==> src/rtl/sfl_pkg.sv <==
// Shared command codes and enumerations for the serial flash front-end.
package sfl_pkg;

    localparam logic [7:0] OPC_WR_EN      = 8'h06;
    localparam logic [7:0] OPC_WR_DIS     = 8'h04;
    localparam logic [7:0] OPC_STAT_RD    = 8'h05;
    localparam logic [7:0] OPC_STAT_WR    = 8'h01;
    localparam logic [7:0] OPC_READ       = 8'h03;
    localparam logic [7:0] OPC_PROG       = 8'h02;
    localparam logic [7:0] OPC_SECT_ERASE = 8'hD8;
    localparam logic [7:0] OPC_BULK_ERASE = 8'hC7;
    localparam logic [7:0] OPC_SLEEP      = 8'hB9;
    localparam logic [7:0] OPC_WAKE       = 8'hAB;

    typedef enum logic [1:0] {
        OUT_NONE = 2'd0,
        OUT_STAT = 2'd1,
        OUT_ARR  = 2'd2
    } out_mode_e;

    typedef enum logic [1:0] {
        WK_PAGE   = 2'd0,
        WK_SECTOR = 2'd1,
        WK_BULK   = 2'd2,
        WK_STATUS = 2'd3
    } wr_kind_e;

endpackage

==> src/rtl/sfl_pin_sync.sv <==
// Synchronizes the three serial pins into the system clock domain and
// derives serial clock edge strobes plus a chip-select rise strobe.
// Assumes the system clock runs several times faster than the serial clock.
module sfl_pin_sync #(
    parameter int STAGES = 2
) (
    input  logic clk,
    input  logic rst_n,
    input  logic cs_n_i,
    input  logic sck_i,
    input  logic mosi_i,
    output logic cs_o,
    output logic cs_rise_o,
    output logic sck_rise_o,
    output logic sck_fall_o,
    output logic mosi_o
);

    logic [2:0] chain [STAGES];
    logic       cs_prev;
    logic       sck_prev;

    // Synchronizer chain; bit 2 chip select, bit 1 clock, bit 0 data.
    generate
        for (genvar g = 0; g < STAGES; g++) begin : g_stage
            always_ff @(posedge clk) begin
                if (!rst_n) chain[g] <= 3'b101;
                else if (g == 0) chain[g] <= {cs_n_i, sck_i, mosi_i};
                else chain[g] <= chain[(g == 0) ? 0 : g - 1];
            end
        end
    endgenerate

    // Previous synchronized levels for edge detection.
    always_ff @(posedge clk) begin
        if (!rst_n) begin
            cs_prev  <= 1'b1;
            sck_prev <= 1'b0;
        end else begin
            cs_prev  <= chain[STAGES-1][2];
            sck_prev <= chain[STAGES-1][1];
        end
    end

    assign cs_o       = chain[STAGES-1][2];
    assign mosi_o     = chain[STAGES-1][0];
    assign cs_rise_o  = chain[STAGES-1][2] & ~cs_prev;
    assign sck_rise_o = chain[STAGES-1][1] & ~sck_prev;
    assign sck_fall_o = ~chain[STAGES-1][1] & sck_prev;

endmodule

==> src/rtl/sfl_array.sv <==
// Byte-wide register array. Reset loads a computed pattern; the write unit
// stores bytes through one write port; reads are combinational.
module sfl_array #(
    parameter int DEPTH = 64,
    parameter int AW    = $clog2(DEPTH)
) (
    input  logic          clk,
    input  logic          rst_n,
    input  logic          we,
    input  logic [AW-1:0] waddr,
    input  logic [7:0]    wdata,
    input  logic [AW-1:0] raddr,
    output logic [7:0]    rdata
);

    logic [7:0] mem [DEPTH];

    // Reset pattern load and byte writes.
    always_ff @(posedge clk) begin
        if (!rst_n) begin
            for (int i = 0; i < DEPTH; i++) mem[i] <= 8'(i * 37 + 90);
        end else if (we) begin
            mem[waddr] <= wdata;
        end
    end

    assign rdata = mem[raddr];

endmodule

==> src/rtl/sfl_cmd_engine.sv <==
// Command engine: shifts in command and address bytes, runs the flag,
// status-read, array-read and sleep commands, and forwards write-type
// commands as one-cycle requests. Commits happen at chip-select rise.
// Assumes strobes come from sfl_pin_sync, one cycle wide each.
module sfl_cmd_engine
    import sfl_pkg::*;
#(
    parameter int AW = 6
) (
    input  logic          clk,
    input  logic          rst_n,
    input  logic          cs_s,
    input  logic          cs_rise,
    input  logic          rise,
    input  logic          fall,
    input  logic          mosi_s,
    input  logic          wr_busy,
    input  logic [7:0]    rd_data,
    output logic [AW-1:0] rd_idx,
    output logic          miso,
    output logic          oe,
    output logic          wr_req,
    output logic [1:0]    wr_kind,
    output logic [23:0]   wr_addr,
    output logic [7:0]    wr_data,
    output logic          wel_o,
    output logic          dpd_o
);

    logic [6:0]    sh_q;
    logic [2:0]    bitcnt_q;
    logic [7:0]    op_q;
    logic          op_ok_q;
    logic          op_blk_q;
    logic [2:0]    nb_q;
    logic [23:0]   addr_q;
    logic [7:0]    data0_q;
    out_mode_e     outm_q;
    logic [7:0]    out_sh_q;
    logic [2:0]    obit_q;
    logic [AW-1:0] ptr_q;
    logic          miso_q, oe_q, wel_q, dpd_q;
    logic          req_q;
    wr_kind_e      kind_q, kind_n;
    logic [23:0]   req_addr_q;
    logic [7:0]    req_data_q;
    logic          req_ok;

    logic [7:0]  byte_in;
    logic [23:0] addr_next;
    logic [7:0]  status;

    assign byte_in   = {sh_q, mosi_s};
    assign addr_next = {addr_q[15:0], byte_in};
    assign status    = {6'd0, wel_q, wr_busy};
    assign rd_idx    = (outm_q == OUT_ARR) ? ptr_q + AW'(1) : addr_next[AW-1:0];

    // Decide whether the finished command is a complete write-type request.
    always_comb begin
        req_ok = 1'b0;
        kind_n = WK_PAGE;
        case (op_q)
            OPC_PROG:       begin req_ok = (nb_q >= 3'd3); kind_n = WK_PAGE;   end
            OPC_SECT_ERASE: begin req_ok = (nb_q >= 3'd3); kind_n = WK_SECTOR; end
            OPC_BULK_ERASE: begin req_ok = 1'b1;           kind_n = WK_BULK;   end
            OPC_STAT_WR:    begin req_ok = (nb_q >= 3'd1); kind_n = WK_STATUS; end
            default:        begin req_ok = 1'b0;           kind_n = WK_PAGE;   end
        endcase
    end

    // Main sequencer: shift-in, output shift, commit at deselect.
    always_ff @(posedge clk) begin
        if (!rst_n) begin
            sh_q <= '0;       bitcnt_q <= '0;   op_q <= '0;
            op_ok_q <= 1'b0;  op_blk_q <= 1'b0; nb_q <= '0;
            addr_q <= '0;     data0_q <= '0;    outm_q <= OUT_NONE;
            out_sh_q <= '0;   obit_q <= '0;     ptr_q <= '0;
            miso_q <= 1'b0;   oe_q <= 1'b0;     wel_q <= 1'b0;
            dpd_q <= 1'b0;    req_q <= 1'b0;    kind_q <= WK_PAGE;
            req_addr_q <= '0; req_data_q <= '0;
        end else begin
            req_q <= 1'b0;
            if (cs_s) begin
                if (cs_rise && op_ok_q && bitcnt_q == 3'd0) begin
                    if (dpd_q) begin
                        if (op_q == OPC_WAKE) dpd_q <= 1'b0;
                    end else if (op_q == OPC_WR_EN) begin
                        wel_q <= 1'b1;
                    end else if (op_q == OPC_WR_DIS) begin
                        wel_q <= 1'b0;
                    end else if (op_q == OPC_SLEEP) begin
                        dpd_q <= 1'b1;
                    end else if (req_ok && wel_q && !wr_busy) begin
                        req_q      <= 1'b1;
                        kind_q     <= kind_n;
                        req_addr_q <= (kind_n == WK_BULK) ? 24'd0 : addr_q;
                        req_data_q <= data0_q;
                        wel_q      <= 1'b0;
                    end
                end
                bitcnt_q <= '0;
                nb_q     <= '0;
                op_ok_q  <= 1'b0;
                outm_q   <= OUT_NONE;
                oe_q     <= 1'b0;
                obit_q   <= '0;
            end else begin
                if (rise) begin
                    sh_q     <= byte_in[6:0];
                    bitcnt_q <= bitcnt_q + 3'd1;
                end
                if (rise && bitcnt_q == 3'd7) begin
                    if (!op_ok_q) begin
                        op_q     <= byte_in;
                        op_ok_q  <= 1'b1;
                        op_blk_q <= wr_busy;
                        if (!dpd_q && byte_in == OPC_STAT_RD) begin
                            outm_q   <= OUT_STAT;
                            out_sh_q <= status;
                        end
                    end else begin
                        if (nb_q < 3'd4) nb_q <= nb_q + 3'd1;
                        if (nb_q < 3'd3) addr_q <= addr_next;
                        if (nb_q == 3'd0) data0_q <= byte_in;
                        if (nb_q == 3'd2 && op_q == OPC_READ && !dpd_q && !op_blk_q) begin
                            outm_q   <= OUT_ARR;
                            ptr_q    <= addr_next[AW-1:0];
                            out_sh_q <= rd_data;
                        end
                    end
                end
                if (fall && outm_q != OUT_NONE) begin
                    oe_q   <= 1'b1;
                    miso_q <= out_sh_q[7];
                    obit_q <= obit_q + 3'd1;
                    if (obit_q == 3'd7) begin
                        if (outm_q == OUT_STAT) begin
                            out_sh_q <= status;
                        end else begin
                            ptr_q    <= ptr_q + AW'(1);
                            out_sh_q <= rd_data;
                        end
                    end else begin
                        out_sh_q <= {out_sh_q[6:0], 1'b0};
                    end
                end
            end
        end
    end

    assign miso    = miso_q;
    assign oe      = oe_q;
    assign wr_req  = req_q;
    assign wr_kind = kind_q;
    assign wr_addr = req_addr_q;
    assign wr_data = req_data_q;
    assign wel_o   = wel_q;
    assign dpd_o   = dpd_q;

endmodule

==> src/rtl/spi_flash_front.sv <==
// Top of the serial flash front-end: pin synchronizer, command engine and
// byte array. Assumes clk is at least 4x the serial clock rate.
module spi_flash_front #(
    parameter int DEPTH = 64,
    localparam int AW   = $clog2(DEPTH)
) (
    input  logic          clk,
    input  logic          rst_n,
    input  logic          spi_cs_n,
    input  logic          spi_sck,
    input  logic          spi_mosi,
    output logic          spi_miso,
    output logic          spi_miso_oe,
    input  logic          wr_busy,
    output logic          wr_req,
    output logic [1:0]    wr_kind,
    output logic [23:0]   wr_addr,
    output logic [7:0]    wr_data,
    input  logic          arr_we,
    input  logic [AW-1:0] arr_waddr,
    input  logic [7:0]    arr_wdata
);

    logic          cs_s, cs_rise, sck_rise, sck_fall, mosi_s;
    logic [AW-1:0] rd_idx;
    logic [7:0]    rd_data;
    logic          wel, dpd;

    sfl_pin_sync #(.STAGES(2)) u_sync (
        .clk(clk), .rst_n(rst_n),
        .cs_n_i(spi_cs_n), .sck_i(spi_sck), .mosi_i(spi_mosi),
        .cs_o(cs_s), .cs_rise_o(cs_rise),
        .sck_rise_o(sck_rise), .sck_fall_o(sck_fall), .mosi_o(mosi_s)
    );

    sfl_cmd_engine #(.AW(AW)) u_eng (
        .clk(clk), .rst_n(rst_n),
        .cs_s(cs_s), .cs_rise(cs_rise), .rise(sck_rise), .fall(sck_fall),
        .mosi_s(mosi_s), .wr_busy(wr_busy),
        .rd_data(rd_data), .rd_idx(rd_idx),
        .miso(spi_miso), .oe(spi_miso_oe),
        .wr_req(wr_req), .wr_kind(wr_kind), .wr_addr(wr_addr), .wr_data(wr_data),
        .wel_o(wel), .dpd_o(dpd)
    );

    sfl_array #(.DEPTH(DEPTH), .AW(AW)) u_arr (
        .clk(clk), .rst_n(rst_n),
        .we(arr_we), .waddr(arr_waddr), .wdata(arr_wdata),
        .raddr(rd_idx), .rdata(rd_data)
    );

endmodule

==> config.mk <==
export PLATFORM = sky130hd
export DESIGN_NAME = spi_flash_front
export DESIGN_NICKNAME = d
export VERILOG_FILES = /design/src/rtl/sfl_pkg.sv /design/src/rtl/sfl_pin_sync.sv /design/src/rtl/sfl_array.sv /design/src/rtl/sfl_cmd_engine.sv /design/src/rtl/spi_flash_front.sv
export SDC_FILE = /design/constraint.sdc
export NUM_CORES = 1
export LEC_CHECK = 0
export ABC_AREA = 0
export BUFFER_PORTS_ARGS = -buffer_cell sky130_fd_sc_hd__buf_2
export CAP_MARGIN = 20
export CORE_ASPECT_RATIO = 0.9
export CORE_MARGIN = 3
export CORE_UTILIZATION = 50
export DETAILED_ROUTE_END_ITERATION = 8
export PLACE_DENSITY = 0.77
export SYNTH_ARGS = -nofsm -noshare
export SYNTH_HDL_FRONTEND = slang
export SYNTH_HIERARCHICAL = 1
export SYNTH_SLANG_ARGS = --single-unit
==> constraint.sdc <==
create_clock -name clk -period 4.3 [get_ports clk]
set_input_delay 0.645 -clock clk [delete_from_list [all_inputs] [get_ports clk]]
set_output_delay 0.645 -clock clk [all_outputs]
set_load 0.1 [all_outputs]
==> results of run 1 <==
## state kept, by name (all words and copies together) (netlist names), 2 cells and up
signal and flops:
u_sync/chain 6, u_eng/bitcnt_q 3, u_eng/data0_q 8, u_eng/sh_q 7, u_eng/outm_q 2, u_eng/op_q 8, u_eng/addr_q 24, u_eng/ptr_q 6
u_eng/wr_data 8, u_eng/obit_q 3, u_eng/wr_addr 24, u_eng/out_sh_q 8, u_arr/mem 512, u_eng/nb_q 3, u_eng/wr_kind 2
## placed cells by master, fill, tap and decap left out, drive strengths merged, types with 5 or more instances in the layout
cell / n
nand3: 35
a31oi: 8
o22ai: 11
and2: 188
a21oi: 71
clkinv: 24
and3: 49
inv: 16
edfxtp: 512
nor4: 5
o22a: 6
bufinv: 7
mux2: 8
or2: 22
a2111oi: 5
nor2b: 17
dfxtp: 121
o21ai: 90
nor2: 85
nand2: 169
clkbuf: 78
buf: 177
mux2i: 34
o221ai: 10
ha: 11
a211oi: 7
a32o: 24
nor3: 40
mux4: 125
nand2b: 16
or3: 214
a22oi: 19
clkinvlp: 5
## worst min path at each step
stage	depth (start not counted)	startpoint	slack (ns)	to
floorplan	1	u_sync/chain[0][0]	0.39	u_sync/chain[1][0]
global placement	1	u_sync/chain[0][0]	0.41	u_sync/chain[1][0]
detailed placement	1	u_sync/chain[0][0]	0.40	u_sync/chain[1][0]
CTS	2	spi_mosi	0.17	u_sync/chain[0][0]
global route	2	spi_mosi	0.20	u_sync/chain[0][0]
finish	2	spi_mosi	0.19	u_sync/chain[0][0]
## metrics by stage
step | total power [mW] | cell area [um^2] | util | hold WS (ns) | setup slack [ns]
after floorplan | 7.48 | 28900 | - | 0.386 | 1.55
after global placement | 7.75 | 30000 | 0.532 | 0.407 | 0.258
after detailed placement | 7.78 | 30100 | 0.533 | 0.403 | 0.216
after CTS | 13.2 | 32100 | 0.569 | 0.168 | 0.131
after global routing | 13.5 | 32200 | 0.571 | 0.197 | 0.158
final | 13.2 | 32200 | 0.571 | 0.192 | 0.304
## worst max-delay path, stage by stage (launching register included)
cell	delay, ns
dfxtp_1	0.53
ha_1	0.32
nand3_1	0.12
xor2_1	0.20
o21ai_4	0.68
nand2b_1	0.64
nor3_1	0.25
a22oi_1	0.42
o21a_1	0.21
o2111ai_1	0.14
a22oi_1	0.22
a211oi_1	0.11
## per-layer routing
metal  vias up  routed length, um  global-route usage
met3       170               8950              0.0538
met2      1320              36100               0.401
met1      9770              30000               0.356
met4         0               2200              0.0809
li1       8310                  -                   -
met5         -                  0                   0
## power by group
part	switching [mW]	internal, mW	total (mW)
clock	2.39	3.14	5.52
sequential	0.100	6.87	6.97
combinational	0.456	0.255	0.711
## cell usage after synthesis, types with 5 or more instances
library cell / instances
nor3_1: 39
mux2i_1: 34
ha_1: 11
nand2b_1: 16
o22ai_1: 11
nand2_1: 169
mux4_2: 125
o221ai_1: 10
a21oi_1: 71
a31oi_1: 8
dfxtp_1: 121
or3_1: 213
buf_6: 12
inv_1: 10
buf_1: 7
and3_1: 49
and2_1: 187
nand3_1: 35
nor2b_1: 16
edfxtp_1: 512
o21ai_0: 86
mux2_2: 8
a22oi_1: 19
or2_2: 22
nor2_1: 85
buf_4: 6
clkbuf_1: 177
o22a_1: 6
buf_2: 22
a32o_2: 20
a211oi_1: 7
nor4_1: 5
## kinds of logic after synthesis
logic type | count (synthesis) | synth area share
DFF | 633 | 0.616
and+or+nand+nor | 861 | 0.164
AOI/OAI and AO/OA | 286 | 0.0659
adders and majority gates | 11 | 0.00476
buffers and inverters | 239 | 0.0360
muxes | 167 | 0.112
xor gates and xnor gates | 6 | 0.00182
## final cells by class
cell class                      instances  area, um^2
Clock buffer                           74        1640
Clock inverter                         40         415
Fill cell                            4394       24200
Inverter                               12        45.0
Multi-Input combinational cell       1331       10200
Sequential cell                       633       17800
Tap cell                              756         946
Timing Repair Buffer                  181        1250
## what timing repair did
action                                  4_1_cts  5_1_grt
endpoints found under the hold margin         0        0
resized for setup                             0        1
setup buffers                                 0        0
endpoints found under the setup margin        0        3
==> run summary, run 1 <==
EDFF count, synth = 512
Worst Path Max Fanout = 21
diode count = 0
port bufs = 57
drt drc = 0
Peak Freq = 250 MHz
CP Class = register to register
clk_lat worst skew = 0.67 ns
grt ovf = 0
area leader, netlist = edfxtp_1
reg-to-reg startpoint = u_eng/ptr_q[0]
clock sinks = 633
R2R depth = 11
initial antenna violation count = 1
ys flop type = edfxtp_1
mean routed wirelength per cell = 25.5 um
vias per cell = 6.47
Setup violations, final = 0
via count = 19.6k
CP startpoint = u_eng/ptr_q[0]
CP arrival = 4.49 ns
Clock Skews = 0.0400 ns
io pins = 58
core area = 56,400 um^2
die area = 60,700 um^2
max-slew violation count = 0
first-pass GRT wire length = 118 mm
CP Capture Point = u_eng/out_sh_q[3]
final wirelength = 77.3 mm
Synth area leaders = edfxtp_1, mux4_2, dfxtp_1, or3_1, and2_1
Least-Margin Pin Slew = 0.948 ns
relative slew slack = 0.367
PD cells = 409 nW/um^2
Mapped Nets = 2,235
largest net degree at the start of global routing = 65
Core Rows = 82
Die Ht = 234 um
Data required, critical path = 4.80 ns
Total GRT Usage = 0.254
Synthesis Warnings = 6
r2r endpoint = u_eng/out_sh_q[3]
sum of negative setup slack = 0 ns
CTS tree = yes
final hold viol count = 0
final std cells w/o fill = 3,027
FF+latch count, synth = 633
chip width = 259 um
Mapped Avg Cell Area = 13.1 um^2
Root Driver = clkbuf_16
cts hold-fix bufs = 0
maximum resistive drop on vdd = 0.386 mV
CTS H-tree lvls = 2
layout cell share with drive strength beyond 1 = 0.209
min Tclk post-route = 4.00 ns
async set-reset flop share out of synthesis = 0
post-layout net count = 2,252
clk slew on worst S/H paths = 0.06 ns
number of CTS-inserted buffers = 61
RSZ-0062 raised after global routing = false
drt first pass iters = 6
post-synth top area share = 0.532
vias in the first global route = 19.1k
sequential area share after synthesis = 0.616
status = complete, no violations
Synth cell types = 71
Post-Synthesis Cells = 2,203
1st-iter DRT viols = 2,811
reg-to-reg setup timing slack = 0.30 ns
clk buf depth = 3
Inst Count DP = 2,896
critical path startpoint category = register
hpwl dp = 48.4 mm
Initial Util = 0.512
ANT nets after route = 0
max-cap violation count = 0
Synth Cell Area = 28,900 um^2
Area growth syn-to-layout = 11.5%
final period utilization = 0.929
Leakage = 10.8 nW
Hold Crit Class = input port to register
routability cong. = 0.935
Setup crit end kind = register
Note: power is estimated with default switching activity, not from simulation.
==> run 2: changes to the inputs <==
--- a/config.mk
+++ b/config.mk
@@ -8,11 +8,13 @@
 export ABC_AREA = 0
 export BUFFER_PORTS_ARGS = -buffer_cell sky130_fd_sc_hd__buf_2
 export CAP_MARGIN = 20
+export CELL_PAD_IN_SITES_DETAIL_PLACEMENT = 2
+export CELL_PAD_IN_SITES_GLOBAL_PLACEMENT = 2
 export CORE_ASPECT_RATIO = 0.9
 export CORE_MARGIN = 3
-export CORE_UTILIZATION = 50
+export CORE_UTILIZATION = 49
 export DETAILED_ROUTE_END_ITERATION = 8
-export PLACE_DENSITY = 0.77
+export PLACE_DENSITY = 0.95
 export SYNTH_ARGS = -nofsm -noshare
 export SYNTH_HDL_FRONTEND = slang
 export SYNTH_HIERARCHICAL = 1
==> run 2 against run 1 <==
Effect of this change:
- the run now ends with setup timing left
- clock power is 8.2% higher
- cell count is 0.69% higher
- highest routed layer is now met5
- routed wire length is 55% higher
- non-clock buffer count is 5 higher
- maximum frequency is 9.5% lower
- global-route usage is 13 points higher
- combinational power is 15% higher
==> run summary, run 2 (synthesis results as in run 1) <==
status = finished, violations left (was complete, no violations)
failing checks = setup timing
Net Sw Frac = 0.243 (was 0.223)
Peak Freq = 226 MHz (was 250 MHz)
CTS tree = yes (unchanged)
1st-iter DRT viols = 3,291 (was 2,811)
Leakage = 10.9 nW (was 10.8 nW)
clock share of power = 0.432 (was 0.418)
vias per cell = 7.15 (was 6.47)
# fillers = 5,191 (was 4,394)
reg-to-reg startpoint = u_eng/outm_q[0] (was u_eng/ptr_q[0])
clock sinks = 633 (unchanged)
CP cell instances = nand2b_2 -> nand2_1 -> o21ai_4 -> buf_4 -> buf_4 -> or2_2 -> o22ai_1 -> o32ai_1 -> nand3_1 -> o21ai_0 -> a22oi_1 -> a311oi_1 (was ha_1 -> nand3_1 -> xor2_1 -> o21ai_4 -> nand2b_1 -> nor3_1 -> a22oi_1 -> o21a_1 -> o2111ai_1 -> a22oi_1 -> a211oi_1)
max-slew violation count = 0 (unchanged)
CP dominant cell by count = buf_4 (was a22oi_1)
Switch Pwr = 3.36 mW (was 2.94 mW)
hpwl dp = 70.6 mm (was 48.4 mm)
internal power = 10.5 mW (was 10.3 mW)
CP arrival = 4.94 ns (was 4.49 ns)
final period utilization = 1.03 (was 0.929)
reg-to-reg setup timing slack = -0.12 ns (was 0.30 ns)
Setup violations, final = 1 (was 0)
drt first pass iters = 5 (was 6)
final std cells w/o fill = 3,048 (was 3,027)
Area growth syn-to-layout = 12.2% (was 11.5%)
max FFs per register = 512 (unchanged)
vias in the first global route = 22.9k (was 19.1k)
setup ws final = -0.116 ns (was 0.304 ns)
PD cells = 426 nW/um^2 (was 409 nW/um^2)
maximum resistive drop on vdd = 0.295 mV (was 0.386 mV)
CTS H-tree lvls = 3 (was 2)
ANT nets after route = 0 (unchanged)
Initial Util = 0.501 (was 0.512)
number of CTS-inserted buffers = 67 (was 61)
Data required, critical path = 4.83 ns (was 4.80 ns)
min Tclk post-route = 4.42 ns (was 4.00 ns)
initial antenna violation count = 7 (was 1)
Inst Count DP = 2,909 (was 2,896)
final wirelength = 120 mm (was 77.3 mm)
max incr delay on CP = 0.54 ns (was 0.68 ns)
routability cong. = 0.861 (was 0.935)
mean routed wirelength per cell = 39.4 um (was 25.5 um)
drt drc = 0 (unchanged)
clk buf depth = 3 (unchanged)
Register Area = 17,800 um^2 (unchanged)
cts hold-fix bufs = 0 (unchanged)
chip width = 262 um (was 259 um)
commonest cells after routing, fill and taps aside = edfxtp_1, or3_1, and2_1 (unchanged)
relative slew slack = 0.207 (was 0.367)
Worst Path Max Fanout = 38 (was 21)
clk slew on worst S/H paths = 0.07 ns (was 0.06 ns)
io pins = 58 (unchanged)
core area = 57,700 um^2 (was 56,400 um^2)
pre-CTS WS = -0.0152 ns (was 0.216 ns)
largest net degree at the start of global routing = 122 (was 65)
most common cell after layout, fill and taps aside = edfxtp_1 (unchanged)
area of the multi-input gates = 10,200 um^2 (about the same)
CP Class = register to register (unchanged)
post-layout net count = 2,264 (was 2,252)
CP top delay family = compound AO/OA/AOI/OAI gates (unchanged)
Clock Skews = 0.0229 ns (was 0.0400 ns)
Setup crit end kind = register (unchanged)
die area = 62,000 um^2 (was 60,700 um^2)
Flop pwr share = 0.509 (was 0.528)
clk_lat worst skew = 0.63 ns (was 0.67 ns)
critical path startpoint category = register (unchanged)
WP buf/inv = 2 (was 0)
max-cap violation count = 0 (unchanged)
CP startpoint = u_eng/outm_q[0] (was u_eng/ptr_q[0])
port bufs = 57 (unchanged)
final hold viol count = 0 (unchanged)
Total GRT Usage = 0.388 (was 0.254)
largest register by flop count = u_arr/mem (unchanged)
first-pass GRT wire length = 173 mm (was 118 mm)
CP Capture Point = u_eng/out_sh_q[1] (was u_eng/out_sh_q[3])
layout cell share with drive strength beyond 1 = 0.211 (was 0.209)
via count = 21.8k (was 19.6k)
Least-Margin Pin Slew = 1.19 ns (was 0.948 ns)
R2R depth = 12 (was 11)
combinational share of power = 0.059 (was 0.054)
Hold Crit Class = input port to register (unchanged)
Root Driver = clkbuf_16 (unchanged)
r2r endpoint = u_eng/out_sh_q[1] (was u_eng/out_sh_q[3])
Slowest-stage cell, CP = buf_4 (was o21ai_4)
Critical Path Stages = 12 (was 11)
grt ovf = 0 (unchanged)
Core Rows = 83 (was 82)
Die Ht = 236 um (was 234 um)
[run 2: changes by cell type in the layout (fill, tap and decap cells not counted), sizes merged]
cell and change:
inv +1, diode +1, bufinv -2, clkinvlp -3, buf +9, o21ai +1, clkbuf +16, clkinv -11
[run 2: how the worst min path moves through the flow]
| stage | startpoint | end | slack [ns] | cells after the start |
|---|---|---|---|---|
| 2_1_floorplan | u_sync/chain[0][0] | u_sync/chain[1][0] | 0.39 | 1 |
| 3_3_place_gp | u_sync/chain[0][0] | u_sync/chain[1][0] | 0.41 | 1 |
| 3_5_place_dp | u_sync/chain[0][0] | u_sync/chain[1][0] | 0.41 | 1 |
| 4_1_cts | spi_cs_n | u_sync/chain[0][2] | 0.20 | 2 |
| 5_1_grt | spi_cs_n | u_sync/chain[0][2] | 0.22 | 2 |
| 6_report | spi_cs_n | u_sync/chain[0][2] | 0.22 | 2 |
[run 2: area by class of cell]
class / instances / share of cell area
sequential: 633 / 0.549
multi-input combinational: 1332 / 0.314
clock buffer: 94 / 0.0570
timing repair buffer: 186 / 0.0412
tap: 765 / 0.0295
clock inverter: 25 / 0.00860
inverter: 12 / 0.00139
antenna: 1 / 0.0000771
[run 2: metrics by stage]
stage	utilization	setup TNS, ns	hold WS (ns)	power [mW]	area, um^2
finish	0.562	-0.116	0.218	13.8	32400
global route	0.562	-0.0858	0.223	14.1	32400
CTS	0.560	0	0.196	13.8	32300
detailed placement	0.522	-0.0152	0.408	7.88	30200
global placement	0.520	0	0.409	7.76	30000
floorplan	-	0	0.386	7.48	28900
[run 2: repair_timing]
item                                    4_1_cts  5_1_grt
resized for setup                             2        4
endpoints found under the setup margin        7        8
setup buffers                                 3        6
pin swaps                                     1        2
gates cloned                                  0        1
[run 2: per-layer routing]
| metal | share of wire | global-route usage | vias to the layer above |
|---|---|---|---|
| li1 | - | - | 8326 |
| met1 | 0.35 | 0.483 | 11200 |
| met2 | 0.48 | 0.632 | 1759 |
| met3 | 0.10 | 0.0790 | 540 |
| met4 | 0.069 | 0.218 | 8 |
| met5 | 0.00044 | 0 | - |
[run 2: power by group through the flow]
stage	Combinational (mW)	Clock [mW]	Sequential, mW
final	0.817	5.97	7.03
after global routing	0.834	6.23	7.03
after CTS	0.787	5.99	7.02
after detailed placement	0.751	0	7.13
after global placement	0.676	0	7.08
after floorplan	0.443	0	7.03
